## config.mk

```make
export PLATFORM = sky130hd
export DESIGN_NAME = tagtrk_top
export DESIGN_NICKNAME = d
export VERILOG_FILES = /design/src/rtl/tagtrk_pkg.sv /design/src/rtl/tagtrk_lowest.sv /design/src/rtl/tagtrk_tick.sv /design/src/rtl/tagtrk_top.sv
export SDC_FILE = /design/constraint.sdc
export NUM_CORES = 2
export LEC_CHECK = 0
export BUFFER_PORTS_ARGS = -buffer_cell sky130_fd_sc_hd__buf_2
export CORE_ASPECT_RATIO = 0.75
export CORE_MARGIN = 2
export CORE_UTILIZATION = 38
export DETAILED_ROUTE_END_ITERATION = 16
export PLACE_DENSITY = 0.55
export SYNTH_ARGS = -nofsm -noshare
export SYNTH_HDL_FRONTEND = slang
export SYNTH_SLANG_ARGS = --single-unit
```

## constraint.sdc

```tcl
create_clock -name clk -period 11.61 [get_ports clk]
set_input_delay 2.322 -clock clk [delete_from_list [all_inputs] [get_ports clk]]
set_output_delay 2.322 -clock clk [all_outputs]
set_load 0.03 [all_outputs]
```

## src/rtl/tagtrk_pkg.sv

```systemverilog
package tagtrk_pkg;
    localparam int TAGS_DEFAULT     = 32;
    localparam int LEN_W_DEFAULT    = 13;
    localparam int PRESCALE_DEFAULT = 256;
    localparam int TICKS_DEFAULT    = 1000;
endpackage

```

## src/rtl/tagtrk_lowest.sv

```systemverilog
module tagtrk_lowest #(
    parameter int N = 32,
    parameter int W = 5
) (
    input  logic [N-1:0] mask,
    output logic         found,
    output logic [W-1:0] idx
);
    always_comb begin
        found = |mask;
        idx   = '0;
        for (int i = N - 1; i >= 0; i--) begin
            if (mask[i]) idx = W'(i);
        end
    end
endmodule

```

## src/rtl/tagtrk_tick.sv

```systemverilog
module tagtrk_tick #(
    parameter int PRESCALE = 256
) (
    input  logic clk,
    input  logic rst_n,
    output logic tick
);
    generate
        if (PRESCALE <= 1) begin : g_every
            assign tick = 1'b1;
        end else begin : g_div
            localparam int CW = $clog2(PRESCALE);
            logic [CW-1:0] cnt_d, cnt_q;

            always_comb begin
                tick  = (cnt_q == CW'(PRESCALE - 1));
                cnt_d = tick ? '0 : cnt_q + 1'b1;
            end

            always_ff @(posedge clk or negedge rst_n) begin
                if (!rst_n) cnt_q <= '0;
                else        cnt_q <= cnt_d;
            end
        end
    endgenerate
endmodule

```

## src/rtl/tagtrk_top.sv

```systemverilog
module tagtrk_top #(
    parameter int NUM_TAGS      = tagtrk_pkg::TAGS_DEFAULT,
    parameter int LEN_W         = tagtrk_pkg::LEN_W_DEFAULT,
    parameter int PRESCALE      = tagtrk_pkg::PRESCALE_DEFAULT,
    parameter int TIMEOUT_TICKS = tagtrk_pkg::TICKS_DEFAULT,
    parameter int TAG_W         = $clog2(NUM_TAGS)
) (
    input  logic             clk,
    input  logic             rst_n,
    input  logic             req_valid,
    input  logic [LEN_W-1:0] req_len,
    output logic             req_ready,
    output logic [TAG_W-1:0] req_tag,
    input  logic             cpl_valid,
    input  logic [TAG_W-1:0] cpl_tag,
    input  logic [LEN_W-1:0] cpl_bytes,
    output logic             done_valid,
    output logic [TAG_W-1:0] done_tag,
    output logic             timeout_valid,
    output logic [TAG_W-1:0] timeout_tag,
    output logic             unexp_err
);
    localparam int TMR_W = $clog2(TIMEOUT_TICKS + 1);
    localparam logic [TMR_W-1:0] TMR_LIMIT = TMR_W'(TIMEOUT_TICKS);

    typedef struct packed {
        logic [NUM_TAGS-1:0]            busy;
        logic [NUM_TAGS-1:0][LEN_W-1:0] rem;
        logic [NUM_TAGS-1:0][TMR_W-1:0] tmr;
        logic                           done_v;
        logic [TAG_W-1:0]               done_t;
        logic                           to_v;
        logic [TAG_W-1:0]               to_t;
        logic                           unexp;
    } state_t;

    state_t s_d, s_q;

    logic                tick;
    logic                free_found;
    logic [TAG_W-1:0]    free_idx;
    logic [NUM_TAGS-1:0] exp_mask;
    logic                exp_found;
    logic [TAG_W-1:0]    exp_idx;
    logic                cpl_hit;

    tagtrk_tick #(.PRESCALE(PRESCALE)) u_tick (
        .clk   (clk),
        .rst_n (rst_n),
        .tick  (tick)
    );

    tagtrk_lowest #(.N(NUM_TAGS), .W(TAG_W)) u_free (
        .mask  (~s_q.busy),
        .found (free_found),
        .idx   (free_idx)
    );

    // expired tags, minus one being served by a completion this cycle
    always_comb begin
        cpl_hit = cpl_valid && s_q.busy[cpl_tag];
        for (int i = 0; i < NUM_TAGS; i++) begin
            exp_mask[i] = s_q.busy[i] && (s_q.tmr[i] == TMR_LIMIT)
                          && !(cpl_hit && (cpl_tag == TAG_W'(i)));
        end
    end

    tagtrk_lowest #(.N(NUM_TAGS), .W(TAG_W)) u_exp (
        .mask  (exp_mask),
        .found (exp_found),
        .idx   (exp_idx)
    );

    always_comb begin
        s_d        = s_q;
        s_d.done_v = 1'b0;
        s_d.to_v   = 1'b0;
        s_d.unexp  = 1'b0;

        // per-tag tick counters, saturating at the limit
        for (int i = 0; i < NUM_TAGS; i++) begin
            if (tick && s_q.busy[i] && (s_q.tmr[i] != TMR_LIMIT))
                s_d.tmr[i] = s_q.tmr[i] + 1'b1;
        end

        // completion matching
        if (cpl_valid) begin
            if (!s_q.busy[cpl_tag]) begin
                s_d.unexp = 1'b1;
            end else if (cpl_bytes >= s_q.rem[cpl_tag]) begin
                s_d.busy[cpl_tag] = 1'b0;
                s_d.rem[cpl_tag]  = '0;
                s_d.done_v        = 1'b1;
                s_d.done_t        = cpl_tag;
            end else begin
                s_d.rem[cpl_tag] = s_q.rem[cpl_tag] - cpl_bytes;
            end
        end

        // one timeout retired per cycle
        if (exp_found) begin
            s_d.busy[exp_idx] = 1'b0;
            s_d.to_v          = 1'b1;
            s_d.to_t          = exp_idx;
        end

        // allocation uses only tags free in the registered state
        if (req_valid && free_found) begin
            s_d.busy[free_idx] = 1'b1;
            s_d.rem[free_idx]  = req_len;
            s_d.tmr[free_idx]  = '0;
        end
    end

    always_ff @(posedge clk or negedge rst_n) begin
        if (!rst_n) s_q <= '0;
        else        s_q <= s_d;
    end

    assign req_ready     = free_found;
    assign req_tag       = free_idx;
    assign done_valid    = s_q.done_v;
    assign done_tag      = s_q.done_t;
    assign timeout_valid = s_q.to_v;
    assign timeout_tag   = s_q.to_t;
    assign unexp_err     = s_q.unexp;
endmodule

```

==> impl_metrics.yaml <==
critical_path:
  cp_max_fo: 56
  end_kind: "register"
  cp_slowest_cell: "nor3_2"
  crit_buf_inv: 5
  cp.arrival_ns: 9.47
  critPathMostFrequentCell: "buf_4"
  required_ns: 12.24
  cp-start-kind: "input port"
  critical_path_class: "in -> reg"
  critPathTopFamily: "buffers and inverters"
  max_stage_delay_ns: 1.08
  path_cells: "clkbuf_8 > buf_4 > mux4_2 > mux4_2 > mux2i_1 > inv_1 > ha_1 > nor2b_1 > o21ai_0 > a21boi_0 > o211ai_1 > a21oi_1 > o31ai_1 > o22ai_4 > buf_4 > nand2_1 > nor3_2 > buf_4 > a221oi_1 > nor2_1"
sta:
  hold_violations: 0
  finalSetupViolations: 0
  finalClockSkew_ns: 0.0446
  period_share_pct: 76.2
  finalMaxSlewViolations: 0
  setup_tns_ns: 0
  period_needed_ns: 8.84
  fmaxAchievable_ghz: 0.113
  setup_slack_ns: 2.77
  max_slew_margin_pct: 9.00
  tightestPinTransition_ns: 1.36
  rsz0062_at_grt: "no"
clock_tree:
  cts_tree: "yes"
  cts_setup_buffers: 0
  clk_transition_reported_paths_ns: 0.06
  clock_latency_ns: 0.72
  hold_buffers: 0
  cts_resized: 0
  cts_buffer_depth: 3
  cts-root-buf: "clkbuf_16"
  clock_sinks: 789
  numCtsBuffers: 85
  ctsHtreeMaxLevel: 3
run_status:
  status: "finished clean"
drt:
  drt_iter0_markers: 4691
  wl_per_cell_um: 25.8
  routed_via_density: 6.09
  drc: 0
  drt_first_pass_iters: 6
  routed_wl_mm: 157
  vias: 36956
  ant_nets: 0
grt:
  overflow: 0
  grt_use_total_pct: 26.5
  grt_pass1_vias: 34926
  antenna_found_initial: 11
  grt_max_degree: 175
  grt_pass1_wl_mm: 234
synthesis:
  syn_area_mm2: 0.0432
  synth_compound_area_share_pct: 12.4
  ys_ff_latch: 789
  synth_adder_area_share_pct: 2.30
  syn_area_per_cell_um2: 9.43
  synth_mux_area_share_pct: 7.86
  ys_types: 79
  syn-num-nets: 4694
  synthArstFlopShare_pct: 100
  synth_xor_area_share_pct: 6.10
  synth-simple-area-share_pct: 21.3
  syn_inst: 4580
  synth_top_family_by_area: "simple AND/OR/NAND/NOR gates"
  ys_warn_count: 0
  ys_seq_area_share_pct: 45.7
  synth_edf_count: 0
  synth-main-ff-cell: "dfrtp_1"
final_layout:
  final_core_util_pct: 42.3
  final_area_mm2: 0.0478
  drive_gt1_share_pct: 10.9
  stdcell_count: 6069
  nets: 4586
  multiInputGateArea_mm2: 0.0218
  regArea_mm2: 0.0197
  fill_cells: 10895
  area_growth_pct: 10.7
pwr:
  power_frac_seq_pct: 42.9
  combPwrFrac_pct: 26.7
  p_sw_share_pct: 35.1
  p_leak_uw: 0.0202
  power_density_mw_per_mm2: 195
  p_clk_share_pct: 30.5
  p_int_uw: 6050
  ir_drop_uv: 159
  p_switching_uw: 3280
die:
  coreArea_mm2: 0.113
  boundaryPins: 54
  initial_core_util_pct: 38.2
  die_x_um: 393
  die_area_mm2: 0.116
  rows: 107
  dieHeight_um: 296
min_path:
  hold_path.class: "reg -> reg"
place:
  dpl_cell_area_mm2: 0.0450
  pre_cts_ws_ns: 2.29
  hpwl_mm: 102
  numPortBuffers: 53
  placed_cells: 5911
  place.gp.congestion: 0.934
flow_run:
  max_cap_violations: 0
stage by stage:
step | hold slack, ns | power, uW
finish | 0.475 | 9330
detailed placement | 0.460 | 6430
floorplan | 0.434 | 5540
CTS | 0.471 | 9280
global route | 0.490 | 9770
global placement | 0.449 | 6390
cells in the final DEF, fill, tap and decap left out, types with 34 or more instances in the layout:
| cell type | count |
|---|---|
| xnor2_1 | 121 |
| and3_1 | 76 |
| nor3_1 | 50 |
| a221oi_1 | 391 |
| nor2_2 | 34 |
| clkbuf_16 | 88 |
| a21oi_1 | 45 |
| mux4_2 | 123 |
| nand3_1 | 141 |
| xor2_1 | 180 |
| o21ai_0 | 56 |
| buf_2 | 50 |
| a22oi_1 | 35 |
| nor2_1 | 1218 |
| nand4_1 | 107 |
| inv_1 | 135 |
| mux2i_1 | 47 |
| buf_4 | 85 |
| nand2_1 | 250 |
| dfrtp_1 | 789 |
| ha_1 | 78 |
sequential cells by signal (all words and copies together) (netlist names):
name	flops
s_q	768
u_tick.g_div.cnt_q	8
done_tag	5
timeout_tag	5
done_valid	1
timeout_valid	1
unexp_err	1
per-layer routing:
metal | track usage, % | wire length [um] | up-vias
met5 | 0 | 50 | -
met4 | 10.3 | 6440 | 8
met3 | 8.06 | 17700 | 383
met2 | 38.0 | 64800 | 2027
met1 | 37.5 | 67800 | 18421
li1 | - | - | 16117
kinds of logic (layout without fill, tap and decap cells):
| kind of cell | after synthesis | in the layout |
|---|---|---|
| other cells | 0 | 4 |
| buf+inv | 473 | 432 |
| fa+ha+maj | 79 | 79 |
| compound gates | 678 | 678 |
| simple gates | 2076 | 2076 |
| xor+xnor | 301 | 301 |
| mux | 184 | 184 |
| flops | 789 | 789 |
final timing paths:
path | start | endpoint | slack [ns] | depth (start not counted)
setup / recovery | cpl_tag[0] | s_q[653] | 2.77 | 20
hold / removal | timeout_tag[1] | timeout_tag[1] | 0.47 | 1
setup reg to reg | s_q[412] | s_q[653] | 5.09 | 18
hold reg to reg | timeout_tag[1] | timeout_tag[1] | 0.47 | 1
max in group asynchronous | rst_n | s_q[548] | 7.40 | 3
min in group asynchronous | rst_n | s_q[59] | 1.69 | 1
worst reg2reg max path, delay by kind of cell, from the launching register on:
kind	cells	cell delay, ns
AND/OR/NAND/NOR	4	2.02
multiplexers	3	1.41
AO/OA/AOI/OAI	7	1.28
buffers and inverters	3	1.03
flip-flops	1	0.41
adder cells (fa/ha/maj)	1	0.30
Yosys cell counts, types with 8 or more instances:
cell      number  area, um^2
o22ai_1       15        93.8
or3_1         11        68.8
nor3b_1        9        67.6
nand4_1      107         669
o221ai_1      18         158
a221oi_1     391        3420
ha_1          78         976
dfrtp_1      789       19700
nor4bb_1      10         100
o21ai_0       56         280
a22oi_1       35         263
o211ai_1      10        75.1
buf_4         11        82.6
mux2_2        14         158
or2_2          9        56.3
and3_1        77         482
a21oi_1       45         225
nor2_1      1254        4710
nand3_1      141         706
a21boi_0       8        60.1
xor2_1       180        1580
o31ai_1       10        75.1
buf_2         14        70.1
inv_1        135         507
nand2b_1      18         113
nand4b_1      11        96.3
xnor2_1      121        1060
nor3_1        59         295
and2_1        22         138
nor2b_1       20         125
nand2_1      250         938
and4_1        21         184
clkbuf_1     296        1110
nand3b_1       9        67.6
mux2i_1       47         470
mux4_2       123        2770
nor4_1        22         138
a31oi_1       22         138
buf_1         13        48.8
power groups by stage:
stage,clock (uW),sequential (uW),combinational (uW)
2_1_floorplan,0,3790,1750
3_3_place_gp,0,4010,2380
3_5_place_dp,0,4000,2430
4_1_cts,2880,3970,2430
5_1_grt,3000,4070,2700
6_report,2840,4000,2490
cell type report:
cell class                      instances  share of cell area, %
Timing Repair Buffer                  142                   2.11
Tap cell                             1526                   3.99
Clock buffer                          118                   5.15
Clock inverter                         36                  0.772
Antenna cell                            4                 0.0209
Multi-Input combinational cell       3318                   45.6
Sequential cell                       789                   41.3
Inverter                              136                   1.07
No activity file was read; power rests on OpenSTA's default activity.
